--- src/rtl/twophase_line_writer.sv ---
module twophase_line_writer #(
  parameter int W              = 8,
  parameter int SETUP_CYC      = 3,
  parameter int PULSE_CYC      = 4,
  parameter int TURNAROUND_CYC = 2
) (
  input  logic         clk,
  input  logic         rst_n,
  input  logic         req,
  input  logic [W-1:0] wr_data,
  input  logic [W-1:0] grp_mask,
  output logic         busy,
  output logic         done,
  output logic         line_en,
  output logic         line_dir,
  output logic [W-1:0] gate_sel
);

  localparam int MAXSP = (SETUP_CYC > PULSE_CYC) ? SETUP_CYC : PULSE_CYC;
  localparam int MAXC  = (MAXSP > TURNAROUND_CYC) ? MAXSP : TURNAROUND_CYC;
  localparam int CW    = (MAXC > 1) ? $clog2(MAXC) : 1;
  localparam logic [CW-1:0] S_LAST = CW'(SETUP_CYC - 1);
  localparam logic [CW-1:0] P_LAST = CW'(PULSE_CYC - 1);
  localparam logic [CW-1:0] T_LAST = CW'(TURNAROUND_CYC - 1);

  typedef enum logic [2:0] {
    IDLE, SET_SETUP, SET_PULSE, TURNAROUND, CLR_SETUP, CLR_PULSE, DONE
  } phase_t;

  phase_t       st;
  logic [CW-1:0] cnt;
  logic [W-1:0] data_q, mask_q, clr_sel;
  logic         dir_q, skip_clr, last;

  assign clr_sel  = mask_q & ~data_q;
  assign skip_clr = ~|clr_sel;

  always_comb begin
    case (st)
      SET_SETUP, CLR_SETUP: last = (cnt == S_LAST);
      SET_PULSE, CLR_PULSE: last = (cnt == P_LAST);
      TURNAROUND:           last = (cnt == T_LAST);
      default:              last = 1'b1;
    endcase
  end

  always_ff @(posedge clk or negedge rst_n) begin
    if (!rst_n) begin
      st     <= IDLE;
      cnt    <= '0;
      data_q <= '0;
      mask_q <= '0;
      dir_q  <= 1'b0;
    end else begin
      cnt <= last ? '0 : cnt + CW'(1);
      case (st)
        IDLE: if (req) begin
          st     <= SET_SETUP;
          data_q <= wr_data;
          mask_q <= grp_mask;
        end
        SET_SETUP: if (last) st <= SET_PULSE;
        SET_PULSE: if (last) st <= skip_clr ? DONE : TURNAROUND;
        TURNAROUND: begin
          if (cnt == '0) dir_q <= 1'b1;
          if (last) st <= CLR_SETUP;
        end
        CLR_SETUP: if (last) st <= CLR_PULSE;
        CLR_PULSE: if (last) st <= DONE;
        DONE: begin
          st    <= IDLE;
          dir_q <= 1'b0;
        end
        default: st <= IDLE;
      endcase
    end
  end

  always_comb begin
    case (st)
      SET_SETUP, SET_PULSE: gate_sel = mask_q;
      TURNAROUND:           gate_sel = (cnt == '0) ? mask_q : '0;
      CLR_SETUP, CLR_PULSE: gate_sel = clr_sel;
      DONE:                 gate_sel = skip_clr ? mask_q : clr_sel;
      default:              gate_sel = '0;
    endcase
  end

  assign busy     = (st != IDLE);
  assign done     = (st == DONE);
  assign line_en  = (st == SET_PULSE) || (st == CLR_PULSE);
  assign line_dir = dir_q;

endmodule

--- config.mk ---
export PLATFORM = sky130hd
export DESIGN_NAME = twophase_line_writer
export DESIGN_NICKNAME = d
export VERILOG_FILES = /design/src/rtl/twophase_line_writer.sv
export SDC_FILE = /design/constraint.sdc
export NUM_CORES = 1
export LEC_CHECK = 0
export BUFFER_PORTS_ARGS = -buffer_cell sky130_fd_sc_hd__buf_2
export CAP_MARGIN = 0
export CELL_PAD_IN_SITES_DETAIL_PLACEMENT = 2
export CELL_PAD_IN_SITES_GLOBAL_PLACEMENT = 2
export CORE_ASPECT_RATIO = 0.75
export CORE_UTILIZATION = 31
export DETAILED_ROUTE_END_ITERATION = 10
export PLACE_DENSITY = 0.83
export SYNTH_ARGS = -nofsm -noshare
export SYNTH_HDL_FRONTEND = slang
export SYNTH_SLANG_ARGS = --single-unit
--- constraint.sdc ---
create_clock -name clk -period 2.6 [get_ports clk]
set_input_delay 0.52 -clock clk [delete_from_list [all_inputs] [get_ports clk]]
set_output_delay 0.52 -clock clk [all_outputs]
set_load 0.005 [all_outputs]
==> results of run 1 <==
[cell type report]
type / count / area (um2) / share of cell area (%)
multi-input cells: 80 / 578 / 36.4
flip-flops and latches: 22 / 552 / 34.7
repair buffers: 46 / 278 / 17.5
well taps: 52 / 65.1 / 4.09
inverters: 12 / 45.0 / 2.83
clock buffers: 3 / 41.3 / 2.60
clock inverters: 1 / 30.0 / 1.89
[report_power, final]
part	leakage [uW]	internal, uW	total (uW)	switching, uW
Sequential	0.000265	509	730	221
Clock	0.0000357	206	326	120
Combinational	0.000527	579	1140	566
[through the flow]
step | std cells | util (%) | setup WS [ns] | hold WS [ns]
after global placement | 198 | 37.6 | 0.260 | 0.512
final | 216 | 43.1 | 0.0456 | 0.223
after global routing | 216 | 43.1 | -0.0336 | 0.243
after CTS | 209 | 41.3 | 0.000344 | 0.228
after detailed placement | 198 | 37.6 | 0.215 | 0.531
after floorplan | 122 | - | 0.527 | 0.224
[worst max-delay path by stage]
| stage | endpoint | slack [ns] | cells past startpoint |
|---|---|---|---|
| global placement | gate_sel[4] | 0.26 | 6 |
| floorplan | gate_sel[0] | 0.53 | 5 |
| CTS | gate_sel[4] | 0.0003 | 7 |
| global route | gate_sel[3] | -0.03 | 7 |
| detailed placement | gate_sel[2] | 0.22 | 6 |
| finish | gate_sel[4] | 0.05 | 7 |
[repair_timing]
action,CTS,global route
endpoints found under the setup margin,8,8
resized for setup,6,5
setup buffers,7,7
pin swaps,2,11
[cells in the mapped netlist (all sizes together), types with 3 or more instances]
cell type	number	area [um2]
dfrtp	22	551
nor2	14	52.6
o21ai	13	65.1
inv	12	45.0
nand2	10	37.5
mux2	9	101
o211a	8	80.1
o22ai	5	37.5
buf	4	26.3
clkbuf	4	15.0
and2	3	18.8
[sequential cells by signal (all words and copies together), names as in the netlist]
name and flops:
cnt 2, data_q 8, line_dir 1, mask_q 8
st 3
[cell families after synthesis]
group           count (synthesis)  share of synthesized area (%)
fa+ha+maj                       1                           1.05
buf+inv                        20                           7.22
compound gates                 34                           22.2
simple gates                   35                           14.1
flops                          22                           46.1
mux                            10                           9.32
[per-layer routing]
metal  share of wire [%]  up-vias  global-route usage (%)
met5                   0        -                       0
met4                 2.0        0                    7.97
met3                 4.1        8                    3.80
met2                  53       36                    34.2
met1                  41      575                    24.0
li1                    -      509                       -
==> impl_results.md, run 1 <==
* Clk_lat worst skew at around 0.27 ns
* GRT Residual Overflow at 0
* F_max at about 390 MHz
* Routed WL per cell at 19.0 um
* Number of synthesized flops with an enable pin at 0
* Most frequent cells in the layout: buf_2, dfrtp_1, nor2_1, buf_4, o21ai_0
* Syn Std Cell Area at about 1200 um2
* CP arrival at 2.03 ns
* Hold WC Path Type: in2async
* Crit path cell chain: inv_2, o22ai_2, or4_4, o31ai_4, buf_6, o211a_1, buf_2
* Ys flop type: dfrtp_1
* CTS tree: yes
* Clock skew at between 0.003 and 0.004 ns
* Delay-heaviest family, CP: simple AND/OR/NAND/NOR gates
* Non-Filler Cell Area, Final at between 1500 and 2000 um2
* Yosys reg bits at 22
* TritonCTS Buffers at 3
* Rel. slew slack at 57.7%
* Initial antenna violation count at 0
* Flop2flop setup slack at around 0.48 ns
* DR pass1 iterations at 4
* CP Class: reg2out
* PortBufs at 30
* Synth Instances at roughly 120
* Largest net degree at the start of global routing at 25
* FP Rows at 19
* Synth Warn # at 0
* DRT iter0 DRCs at 58
* Reg2Reg Capture Point: st[1]
* Overall power at between 2000 and 2500 uW
* Die Area at ~4100 um2
* Maxcap violations at 0
* Sequential area share after synthesis at between 40% and 50%
* Setup Viol. Count Final at 0
* Die Height at between 50 and 60 um
* RSZ-0062 raised after global routing: yes
* Share of cells above drive strength 1 at a little over two fifths
* Path depth of the worst reg2reg path at 5
* Die Wd at ~74 um
* CP Max Fanout at 4
* Reg clk slew, reported paths at 0.08 ns
* Tightest Pin Transition at about 0.63 ns
* Critical path's slowest cell: or4_4
* Most common cell after layout, fill and taps aside: buf_2
* Drc violations at 0
* Syn nets at 142
* Global-route wire length before repair at 6090 um
* DRT antenna net count at 0
* Gpl congestion at roughly 0.7
* H-tree levels at 1
* Post-Syn Area per Cell at ~9.8 um2
* Worst setup path start: mask_q[0]
* Crit. End Element: output pin
* DP Area at between 1000 and 1500 um2
* Leakage at roughly 0.00083 uW
* Core footprint at between 3000 and 4000 um2
* Layout fillers at just over 400
* Hold Fails Final Rpt at 0
* Worst VDD drop at 0.404 mV
* Pins Over Slew Limit at 0
* Status: completed
* DP HPWL at between 2000 and 3000 um
* Top-Level Pins at 31
* Synth async-reset ratio at 100%
* CP Data Required Time at 2.08 ns
* Crit share post-route at between 90 and 100%
* Clk sink count at 22
* Via count at ~1100
* Buf/Inv on CP at 3
* Post-CTS Hold Buffers at 0
* Power per cell area at approximately 1400 nW/um2
* Initial Util at around a third
* Vias per std cell at about 5.2
* Layout Nets at around 190
* # diodes at 0
* GRT Util Overall at around a fifth
* Layout area overhead at 33.0%
* Distinct cell type count after synthesis at 33
* RR Startpoint: st[0]
* CP Launch Type: flop
* Crit path time final at around 2.6 ns
* Crit-path max cell delay at between 0.5 and 0.6 ns
* Clk root buf: clkbuf_8
* Clk buf depth at 2
* WL final at between 4000 and 5000 um
* Vias in the first global route at between 1000 and 1500
* Setup TNS Final at 0 ns
Note: power is estimated with default switching activity, not from simulation.
==> run 2, diff against run 1 <==
CTS_CLUSTER_SIZE = 10   (was default)
HOLD_SLACK_MARGIN = 0.06   (was default)
RECOVER_POWER = 50   (was default)
==> run 2 against run 1 <==
- routed wire length hardly changed
- combinational power hardly changed
- critical path depth stayed put
- die area stayed put
- utilization hardly changed
- clock skew stayed put
- via count stayed put
- hold slack better by 0.23 ns
- clock power hardly changed
- global-route usage stayed put
- sequential cell count stayed put
- sequential share of layout area hardly changed
- largest power group unchanged
==> impl_results.md, run 2 (synthesis gave the netlist of run 1 again) <==
* Vias per std cell at around 5.2
* Pre-CTS setup slack at approximately 0.22 ns
* Hold WC Path Type: in2reg
* Setup Viol. Count Final at 0
* Path depth of the worst reg2reg path at 5
* Top-Level Pins at 31
* Flop2flop setup slack at 0.48 ns
* Layout area overhead at 32.9%
* RR Startpoint: st[0]
* Power per cell area at 1390 nW/um2
* Leakage at between 0.0008 and 0.0009 uW
* Worst VDD drop at 0.404 mV
* Clk_lat worst skew at between 0.2 and 0.3 ns
* GRT Residual Overflow at 0
* DP HPWL at 2590 um
* Maxcap violations at 0
* PortBufs at 30
* Non-Filler Cell Area, Final at about 1600 um2
* DRT antenna net count at 0
* Global-route wire length before repair at around 6000 um
* Clock skew at about 0.0030 ns
* Crit share post-route at about 98%
* # diodes at 0
* Status: completed
* F_max at just under 400 MHz
* Most common cell after layout, fill and taps aside: buf_2
* CP Max Fanout at 4
* Reg clk slew, reported paths at around 0.080 ns
* RSZ-0062 raised after global routing: yes
* Rel. slew slack at roughly 15%
* Worst setup path start: mask_q[0]
* Most frequent cells in the layout: buf_2, dfrtp_1, nor2_1, buf_4, o21ai_0
* Reg2Reg Capture Point: st[1]
* Clk root buf: clkbuf_8
* Top Registers: data_q x8, mask_q x8, st x3
* Gpl congestion at 0.714
* Clk sink count at 22
* Vias in the first global route at ~1200
* DRT iter0 DRCs at 58
* Largest net degree at the start of global routing at 25
* Drc violations at 0
* CP arrival at 2.03 ns
* Min-Delay Path Depth at 3
* Crit path time final at ~2.6 ns
* Core footprint at ~3700 um2
* CP Launch Type: flop
* TritonCTS Buffers at 3
* CP Data Required Time at approximately 2.1 ns
* H-tree levels at 1
* FF/Latch Area at 552 um2
* FP Rows at 19
* Layout Nets at between 150 and 200
* Die Area at approximately 4100 um2
* Setup ws final at about 0.046 ns
* Area of the multi-input gates at 578 um2
* Crit. End Element: output pin
* GRT Util Overall at 19.8%
* Layout fillers at a little over 400
* Via count at roughly 1100
* DP Area at 1380 um2
* WL final at between 4000 and 5000 um
* CTS tree: yes
* Pins Over Slew Limit at 0
* DR pass1 iterations at 4
* Clk buf depth at 2
* Tightest Pin Transition at 1.28 ns
* Die Height at around 56 um
* CP Class: reg2out
* Routed WL per cell at between 15 and 20 um
* Hold Fails Final Rpt at 0
* Die Wd at 73.7 um
* Initial Util at about a third
* Share of cells above drive strength 1 at just over 40%
* Initial antenna violation count at 0
* CP endpoint: gate_sel[4]
## run 2: cell count changes in the layout (fill, tap and decap cells not counted)
| cell | delta |
|---|---|
| buf_2 | -1 |
| clkbuf_1 | +1 |
## run 2: cell type report
class / count / share of cell area [%]
Inverter: 12 / 2.84
Timing Repair Buffer: 46 / 17.4
Multi-Input combinational cell: 80 / 36.4
Clock buffer: 3 / 2.60
Clock inverter: 1 / 1.89
Sequential cell: 22 / 34.8
Tap cell: 52 / 4.10
## run 2: worst min path at each step
stage                      from         to  slack (ns)
floorplan                 rst_n     cnt[0]        0.22
global placement          rst_n  mask_q[1]        0.51
detailed placement        rst_n  data_q[4]        0.53
CTS                       rst_n  mask_q[7]        0.23
global route         wr_data[6]  data_q[6]        0.46
finish              grp_mask[3]  mask_q[3]        0.46
## run 2: repair_timing
action                                  4_1_cts  5_1_grt
pin swaps                                     2       11
hold endpoints to repair                      0        0
gates resized for setup                       6        5
buffers inserted                              7        7
hold buffers                                  0        0
endpoints found under the setup margin        8        8
## run 2: power breakdown
part           internal [uW]  total [uW]  switching, uW
clock                    206         326            120
combinational            578        1140            566
sequential               509         730            221
## run 2: layer usage
| layer | track usage (%) | vias to the layer above | wire length [um] |
|---|---|---|---|
| li1 | - | 509 | - |
| met1 | 24.0 | 575 | 1700 |
| met2 | 34.2 | 36 | 2160 |
| met3 | 3.80 | 8 | 167 |
| met4 | 7.97 | 0 | 81 |
| met5 | 0 | - | 0 |
## run 2: metrics by stage
stage	utilization (%)	TNS, ns	power, uW	hold slack [ns]	instances
global placement	37.6	0	1490	0.512	198
global route	43.1	-0.169	2340	0.462	216
CTS	41.3	0	2040	0.228	209
finish	43.1	0	2200	0.456	216
floorplan	-	0	1270	0.224	122
detailed placement	37.6	0	1590	0.531	198
## run 2: worst max-delay path: stages (launching register included)
cell,delay (ns)
dfrtp_1,0.41
inv_2,0.07
o22ai_2,0.08
or4_4,0.56
o31ai_4,0.23
buf_6,0.15
o211a_1,0.14
buf_2,0.12
